**src/rtl/gie_pkg.sv**
```systemverilog
package gie_pkg;

  // Index of the lowest set bit among the low n bits of v; 0 if none.
  function automatic int first_set(input logic [63:0] v, input int n);
    int r;
    bit found;
    r = 0;
    found = 1'b0;
    for (int i = 0; i < 64; i++) begin
      if (!found && i < n && v[i]) begin
        r = i;
        found = 1'b1;
      end
    end
    return r;
  endfunction

endpackage

```
**src/rtl/gie_group_slice.sv**
```systemverilog
module gie_group_slice #(
  parameter int GW = 8,
  localparam int IW = (GW > 1) ? $clog2(GW) : 1
) (
  input  logic          clk,
  input  logic          rst,
  input  logic [GW-1:0] req,
  input  logic          glb_en,
  input  logic          en_we,
  input  logic [GW-1:0] en_wd,
  input  logic          ack_clr,
  input  logic          fetch_sel,
  output logic          irq_o,
  output logic          ack_o,
  output logic          pick_hit,
  output logic [IW-1:0] pick_idx
);
  import gie_pkg::*;

  logic [GW-1:0] flag_q;
  logic [GW-1:0] en_q;
  logic [GW-1:0] pend;
  logic [GW-1:0] clr_mask;
  logic          raise_c;

  assign pend     = flag_q & en_q;
  assign pick_hit = |pend;
  assign pick_idx = IW'(first_set(64'(pend), GW));
  assign raise_c  = glb_en && !ack_o && pick_hit;

  always_comb begin
    clr_mask = '0;
    if (fetch_sel && pick_hit) clr_mask[pick_idx] = 1'b1;
  end

  always_ff @(posedge clk) begin
    if (rst) begin
      flag_q <= '0;
      en_q   <= '0;
      ack_o  <= 1'b0;
      irq_o  <= 1'b0;
    end else begin
      // a new request wins over a clear in the same cycle
      flag_q <= (flag_q & ~clr_mask) | req;
      if (en_we) en_q <= en_wd;
      if (raise_c)      ack_o <= 1'b1;
      else if (ack_clr) ack_o <= 1'b0;
      irq_o <= raise_c;
    end
  end

endmodule

```
**src/rtl/gie_vector_unit.sv**
```systemverilog
module gie_vector_unit #(
  parameter int NG = 12,
  parameter int GW = 8,
  localparam int GIW = (NG > 1) ? $clog2(NG) : 1,
  localparam int IW  = (GW > 1) ? $clog2(GW) : 1,
  localparam int VW  = $clog2(NG * GW)
) (
  input  logic             clk,
  input  logic             rst,
  input  logic [NG-1:0]    hit,
  input  logic [NG*IW-1:0] idx_flat,
  input  logic             fetch_req,
  input  logic [GIW-1:0]   fetch_grp,
  output logic [NG-1:0]    fetch_sel,
  output logic             vec_valid,
  output logic [VW-1:0]    vec_addr
);

  logic          sel_hit;
  logic [IW-1:0] sel_idx;
  logic [VW-1:0] sel_addr;

  always_comb begin
    sel_hit   = 1'b0;
    sel_idx   = '0;
    fetch_sel = '0;
    for (int g = 0; g < NG; g++) begin
      if (fetch_grp == GIW'(g)) begin
        sel_hit      = hit[g];
        sel_idx      = idx_flat[g*IW +: IW];
        fetch_sel[g] = fetch_req;
      end
    end
  end

  assign sel_addr = VW'(fetch_grp) * VW'(GW) + VW'(sel_idx);

  always_ff @(posedge clk) begin
    if (rst) begin
      vec_valid <= 1'b0;
      vec_addr  <= '0;
    end else if (fetch_req) begin
      vec_valid <= sel_hit;
      if (sel_hit) vec_addr <= sel_addr;
    end else begin
      vec_valid <= 1'b0;
    end
  end

endmodule

```
**src/rtl/grp_irq_expander.sv**
```systemverilog
module grp_irq_expander #(
  parameter int NG = 12,
  parameter int GW = 8,
  localparam int GIW = (NG > 1) ? $clog2(NG) : 1,
  localparam int IW  = (GW > 1) ? $clog2(GW) : 1,
  localparam int VW  = $clog2(NG * GW)
) (
  input  logic             clk,
  input  logic             rst,
  input  logic [NG*GW-1:0] irq_req,
  input  logic             glb_wr,
  input  logic             glb_wdata,
  input  logic [NG-1:0]    en_wr,
  input  logic [GW-1:0]    en_wdata,
  input  logic             ack_wr,
  input  logic [NG-1:0]    ack_wdata,
  input  logic             fetch_req,
  input  logic [GIW-1:0]   fetch_grp,
  output logic [NG-1:0]    cpu_irq,
  output logic [NG-1:0]    ack_busy,
  output logic             vec_valid,
  output logic [VW-1:0]    vec_addr
);

  logic             glb_en_q;
  logic [NG-1:0]    hit;
  logic [NG*IW-1:0] idx_flat;
  logic [NG-1:0]    fetch_sel;

  always_ff @(posedge clk) begin
    if (rst)         glb_en_q <= 1'b0;
    else if (glb_wr) glb_en_q <= glb_wdata;
  end

  for (genvar g = 0; g < NG; g++) begin : g_grp
    gie_group_slice #(.GW(GW)) u_slice (
      .clk       (clk),
      .rst       (rst),
      .req       (irq_req[g*GW +: GW]),
      .glb_en    (glb_en_q),
      .en_we     (en_wr[g]),
      .en_wd     (en_wdata),
      .ack_clr   (ack_wr && ack_wdata[g]),
      .fetch_sel (fetch_sel[g]),
      .irq_o     (cpu_irq[g]),
      .ack_o     (ack_busy[g]),
      .pick_hit  (hit[g]),
      .pick_idx  (idx_flat[g*IW +: IW])
    );
  end

  gie_vector_unit #(.NG(NG), .GW(GW)) u_vec (
    .clk       (clk),
    .rst       (rst),
    .hit       (hit),
    .idx_flat  (idx_flat),
    .fetch_req (fetch_req),
    .fetch_grp (fetch_grp),
    .fetch_sel (fetch_sel),
    .vec_valid (vec_valid),
    .vec_addr  (vec_addr)
  );

endmodule

```
**config.mk**
```make
export PLATFORM = sky130hd
export DESIGN_NAME = grp_irq_expander
export DESIGN_NICKNAME = d
export VERILOG_FILES = /design/src/rtl/gie_pkg.sv /design/src/rtl/gie_group_slice.sv /design/src/rtl/gie_vector_unit.sv /design/src/rtl/grp_irq_expander.sv
export SDC_FILE = /design/constraint.sdc
export NUM_CORES = 1
export LEC_CHECK = 0
export BUFFER_PORTS_ARGS = -buffer_cell sky130_fd_sc_hd__buf_2
export CAP_MARGIN = 20
export CELL_PAD_IN_SITES_DETAIL_PLACEMENT = 0
export CELL_PAD_IN_SITES_GLOBAL_PLACEMENT = 1
export CORE_MARGIN = 4
export CORE_UTILIZATION = 42
export CTS_CLUSTER_SIZE = 16
export DETAILED_ROUTE_END_ITERATION = 8
export HOLD_SLACK_MARGIN = 0.03
export PLACE_DENSITY = 0.84
export SYNTH_ARGS = -nofsm -noshare
export SYNTH_HDL_FRONTEND = slang
export SYNTH_SLANG_ARGS = --single-unit
```
**constraint.sdc**
```tcl
create_clock -name clk -period 5.6 [get_ports clk]
set_input_delay 0.84 -clock clk [delete_from_list [all_inputs] [get_ports clk]]
set_output_delay 0.84 -clock clk [all_outputs]
set_load 0.03 [all_outputs]
```
==> impl_metrics.tcl, run 1 <==
set metrics [dict create \
    max_freq_ghz 0.3448 \
    final_cell_mix "dfxtp_1, buf_2, nor2_1, a21oi_1, mux2i_1" \
    min_period_ns 2.901 \
    design_area_um2 11930 \
    grt_pass1_vias 8887 \
    ys_seq_area_share_pct 43.55 \
    path_max_fanout 6 \
    yosysUniqueCellTypes 52 \
    dpl.hpwl_um 22210 \
    synth.top_cell.area_share_pct 43.55 \
    power.density_nw_per_um2 314.2 \
    vias 9449 \
    drc_errors 0 \
    place_area_um2 11220 \
    globalRouteOverflowTotal 0 \
    cts_tree "done" \
    die_y_um 164.9 \
    cts_resized 0 \
    rsz0062_at_grt "false" \
    skew_ns 0.01430 \
    finalHoldViolations 0 \
    cts_buffers 23 \
    critPathArrivalTime_ns 3.32 \
    ys_ff_latch 225 \
    cts_setup_buffers 0 \
    slew_headroom_pct 30.17 \
    drive_gt1_share_pct 16.06 \
    status "finished, final reports clean" \
    slew_viol_final 0 \
    yosys_warnings 0 \
    first_iter_violations 719 \
    vias_per_cell 5.571 \
    layout_commonest_cell "dfxtp_1" \
    syn_nets 1379 \
    nets 1496 \
    clockBufferDepth 3 \
    clkTransAtPathRegs_ns 0.06 \
    critPathLaunchType "register" \
    p_leak_nw 5.255 \
    die_w_um 164.9 \
    synth_area_leaders "dfxtp_1, mux2i_1, a21oi_1" \
    start_util_pct 42.66 \
    synth_area_um2 10340 \
    min_period_over_period_pct 51.80 \
    dieArea_um2 27200 \
    postSynthCellCount 1241 \
    synthFlopType "dfxtp_1" \
    place.gp.congestion 0.8651 \
    htreeDepth 1 \
    tightest_slew_ns 1.033 \
    synth_top_area_cell "dfxtp_1" \
    ant_nets 0 \
    min_path_type "reg -> reg" \
    synth_enable_flop_cells 0 \
    clock_sinks 225 \
    critPathKind "reg -> reg" \
    gr-usage-all-layers_pct 21.69 \
    synth-async-reset-ratio_pct 0 \
    max-vdd-ir-drop_mv 0.1759 \
    root_buffer "clkbuf_16" \
    io_buffers 169 \
    wl_per_cell_um 18.07 \
    setup_viol 0 \
    drt-total-wl_um 30650 \
    hold_buffers 0 \
    rows 57 \
    required_ns 6.02 \
    antenna_found_initial 3 \
    postSynthAreaPerCell_um2 8.335 \
    grt_max_degree 102 \
    grt_first_pass_wirelength_um 46940 \
    firstDrtPassIters 5 \
    tns_ns 0 \
    clkLatencyLatePin_ns 0.51 \
    area_delta_synth_final_pct 15.34 \
    max_cap_violations 0 \
    core_um2 24250 \
    ios 170 \
    cp-end-kind "register" \
]
==> registers in the layout, indices dropped and copies added (netlist names) <==
signal	flops
g_grp.u_slice.en_q	96
g_grp.u_slice.flag_q	96
g_grp.u_slice.ack_o	12
g_grp.u_slice.irq_o	12
u_vec.vec_addr	7
glb_en_q	1
u_vec.vec_valid	1
==> synth_stat cells (7+ instances only) <==
| cell type | count |
|---|---|
| o211ai_1 | 9 |
| nor2_1 | 141 |
| or3_1 | 7 |
| o21ai_0 | 84 |
| a31o_2 | 12 |
| clkbuf_1 | 51 |
| a22o_1 | 25 |
| nor3_1 | 18 |
| a31oi_1 | 8 |
| and3_1 | 11 |
| and2_1 | 17 |
| nand2_1 | 92 |
| nand3_1 | 35 |
| o31ai_1 | 8 |
| a22oi_1 | 55 |
| mux2i_1 | 97 |
| dfxtp_1 | 225 |
| buf_4 | 24 |
| nand3b_1 | 8 |
| nand2b_1 | 23 |
| inv_1 | 84 |
| a21oi_1 | 121 |
| nand4_1 | 17 |
==> worst max-delay path, cell delays in order, from the launching register on <==
cell	delay, ns
dfxtp_1	0.32
a22oi_1	0.34
nor4b_1	0.88
nor2_1	0.22
nand4b_1	0.27
a21oi_1	0.41
nor2_1	0.13
a311oi_1	0.22
==> path summary, 6_finish.rpt <==
kind                        endpoint  cells past startpoint  slack [ns]                        from
min reg2reg  g_grp[10].u_slice.irq_o                      1        0.45     g_grp[10].u_slice.ack_o
max reg2reg        u_vec.vec_addr[1]                      7        2.70  g_grp[1].u_slice.flag_q[2]
min          g_grp[10].u_slice.irq_o                      1        0.45     g_grp[10].u_slice.ack_o
max                u_vec.vec_addr[1]                      7        2.70  g_grp[1].u_slice.flag_q[2]
==> area by class of cell <==
type | count | area [um2]
Antenna cell | 2 | 5.005
Clock buffer | 35 | 690.7
Clock inverter | 2 | 10.01
Fill cell | 2391 | 12320
Inverter | 84 | 315.3
Multi-Input combinational cell | 853 | 5132
Sequential cell | 225 | 4504
Tap cell | 324 | 405.4
Timing Repair Buffer | 171 | 867.1
==> report_power, final <==
group          internal, mW  switching (mW)  leakage, nW
sequential             1.70          0.0883         1.87
combinational         0.196           0.309         3.04
clock                 0.840           0.611        0.347
total                  2.74            1.01         5.25
==> cell families after synthesis <==
group | Yosys count | synth area share, %
AO/OA/AOI/OAI | 365 | 22.46
flip-flops | 225 | 43.55
AND/OR/NAND/NOR | 391 | 17.77
buffers and inverters | 163 | 6.834
multiplexers | 97 | 9.387
==> stage by stage <==
step | util (%) | instances | hold WS (ns) | total power, mW | worst slack [ns]
after detailed placement | 46.29 | 1657 | 0.4460 | 2.324 | 2.679
final | 49.20 | 1696 | 0.4526 | 3.748 | 2.699
after global placement | 46.29 | 1657 | 0.4426 | 2.318 | 2.731
after global routing | 49.20 | 1696 | 0.4682 | 3.913 | 2.588
after CTS | 49.18 | 1694 | 0.4541 | 3.774 | 2.790
after floorplan | - | 1241 | 0.4338 | 2.145 | 3.161
==> metal layers <==
metal  wire (um)  up-vias  track usage [%]
li1            -     4655                -
met5          13        -                0
met4         826        2            7.297
met2       13680      317            34.51
met3        2274       55            3.369
met1       13860     4420            30.09
Power figures use the tool's default switching activity.
==> run 2: changes to the inputs <==
Clock period 5.6 ns to 2.7 ns, I/O delays scaled along.
==> impl_metrics.tcl, run 2 (synthesized netlist as in run 1, its figures left out) <==
set metrics [dict create \
    max_cap_violations 0 \
    cts_tree "done" \
    drive_gt1_share_pct 17.34 \
    core_um2 24250 \
    r2r_cells 8 \
    io_buffers 169 \
    final_cell_mix "dfxtp_1, buf_2, nor2_1, a21oi_1, mux2i_1" \
    hold_depth 3 \
    dp_slack_ns 0.2897 \
    critPathLaunchType "register" \
    skew_ns 0.01038 \
    wl_per_cell_um 18.25 \
    clock_sinks 225 \
    clkLatencyLatePin_ns 0.51 \
    max-vdd-ir-drop_mv 0.5448 \
    cts_resized 0 \
    status "finished, final reports clean" \
    firstDrtPassIters 5 \
    dieArea_um2 27200 \
    clockBufferDepth 3 \
    grt_first_pass_wirelength_um 47730 \
    vias 9616 \
    antenna_found_initial 1 \
    drt-total-wl_um 31300 \
    die_y_um 164.9 \
    required_ns 3.12 \
    cts_buffers 24 \
    hold_buffers 0 \
    ios 170 \
    root_buffer "clkbuf_16" \
    slew_headroom_pct 33.90 \
    path_max_fanout 6 \
    rows 57 \
    max_freq_ghz 0.4314 \
    area_delta_synth_final_pct 17.91 \
    tightest_slew_ns 0.9915 \
    dpl.hpwl_um 22700 \
    p_leak_nw 5.401 \
    grt_max_degree 200 \
    reg_top3 "g_grp.u_slice.en_q x96, g_grp.u_slice.flag_q x96" \
    first_iter_violations 776 \
    finalHoldViolations 0 \
    rsz0062_at_grt "false" \
    setup_slack_ns 0.3819 \
    start_util_pct 42.66 \
    vias_per_cell 5.607 \
    die_w_um 164.9 \
    globalRouteOverflowTotal 0 \
    htreeDepth 1 \
    cts_setup_buffers 0 \
    gr-usage-all-layers_pct 21.98 \
    tns_ns 0 \
    critPathArrivalTime_ns 2.74 \
    place.gp.congestion 0.9186 \
    min_period_ns 2.318 \
    nets 1510 \
    grt_pass1_vias 8996 \
    layout_commonest_cell "dfxtp_1" \
    power.density_nw_per_um2 683.2 \
    setup_viol 0 \
    critPathKind "reg -> reg" \
    cp-end-kind "register" \
    min_period_over_period_pct 85.85 \
    ant_nets 0 \
    min_path_type "in -> reg" \
    clkTransAtPathRegs_ns 0.06 \
    drc_errors 0 \
    slew_viol_final 0 \
]
## run 2: final timing paths
| kind | start | end | slack (ns) |
|---|---|---|---|
| hold / removal | irq_req[74] | g_grp[9].u_slice.flag_q[2] | 0.1 |
| setup reg to reg | g_grp[1].u_slice.flag_q[2] | u_vec.vec_addr[1] | 0.38 |
| hold reg to reg | g_grp[3].u_slice.ack_o | g_grp[3].u_slice.irq_o | 0.47 |
| setup / recovery | g_grp[1].u_slice.flag_q[2] | u_vec.vec_addr[1] | 0.38 |
## run 2: critical path, cell delays in order (launching register included)
cell and delay [ns]:
dfxtp_1 0.32, a22oi_1 0.34, nor4b_1 0.34, buf_4 0.19, nor2_1 0.07, nand4b_1 0.23, a21oi_1 0.41, nor2_1 0.12
a311oi_1 0.22
## run 2: final cells by class
cell class | count | area [um2]
well taps | 324 | 405.4
clock inverters | 10 | 150.1
clock buffers | 34 | 709.4
flip-flops and latches | 225 | 4504
diodes | 1 | 2.502
fillers | 2406 | 12050
repair buffers | 184 | 977.2
inverters | 84 | 315.3
multi-input cells | 853 | 5132
## run 2: report_power, final
group          leakage [nW]  switching [mW]  internal, mW  total [mW]
logic                  3.11           0.648         0.427        1.08
registers              1.87           0.181          3.53        3.71
clock network         0.429            1.34          2.21        3.54
total                  5.40            2.16          6.17        8.33
## run 2: metrics by stage
step / utilization, % / instance area, um2 / instances / total power, mW / hold WS (ns)
floorplan: - / 10340 / 1241 / 4.450 / 0.4338
global placement: 46.74 / 11330 / 1670 / 4.824 / 0.4449
detailed placement: 46.74 / 11330 / 1670 / 4.843 / 0.4587
CTS: 50.29 / 12190 / 1714 / 8.385 / 0.08650
global route: 50.30 / 12200 / 1715 / 8.655 / 0.1103
finish: 50.30 / 12200 / 1715 / 8.333 / 0.09874
## run 2: metal layers
layer / up-vias / share of wire [%] / global-route usage, %
met4: 0 / 2.5 / 5.482
met5: - / 0 / 0
li1: 4665 / - / -
met3: 56 / 6.3 / 3.095
met1: 4558 / 46 / 30.63
met2: 337 / 45 / 36.04
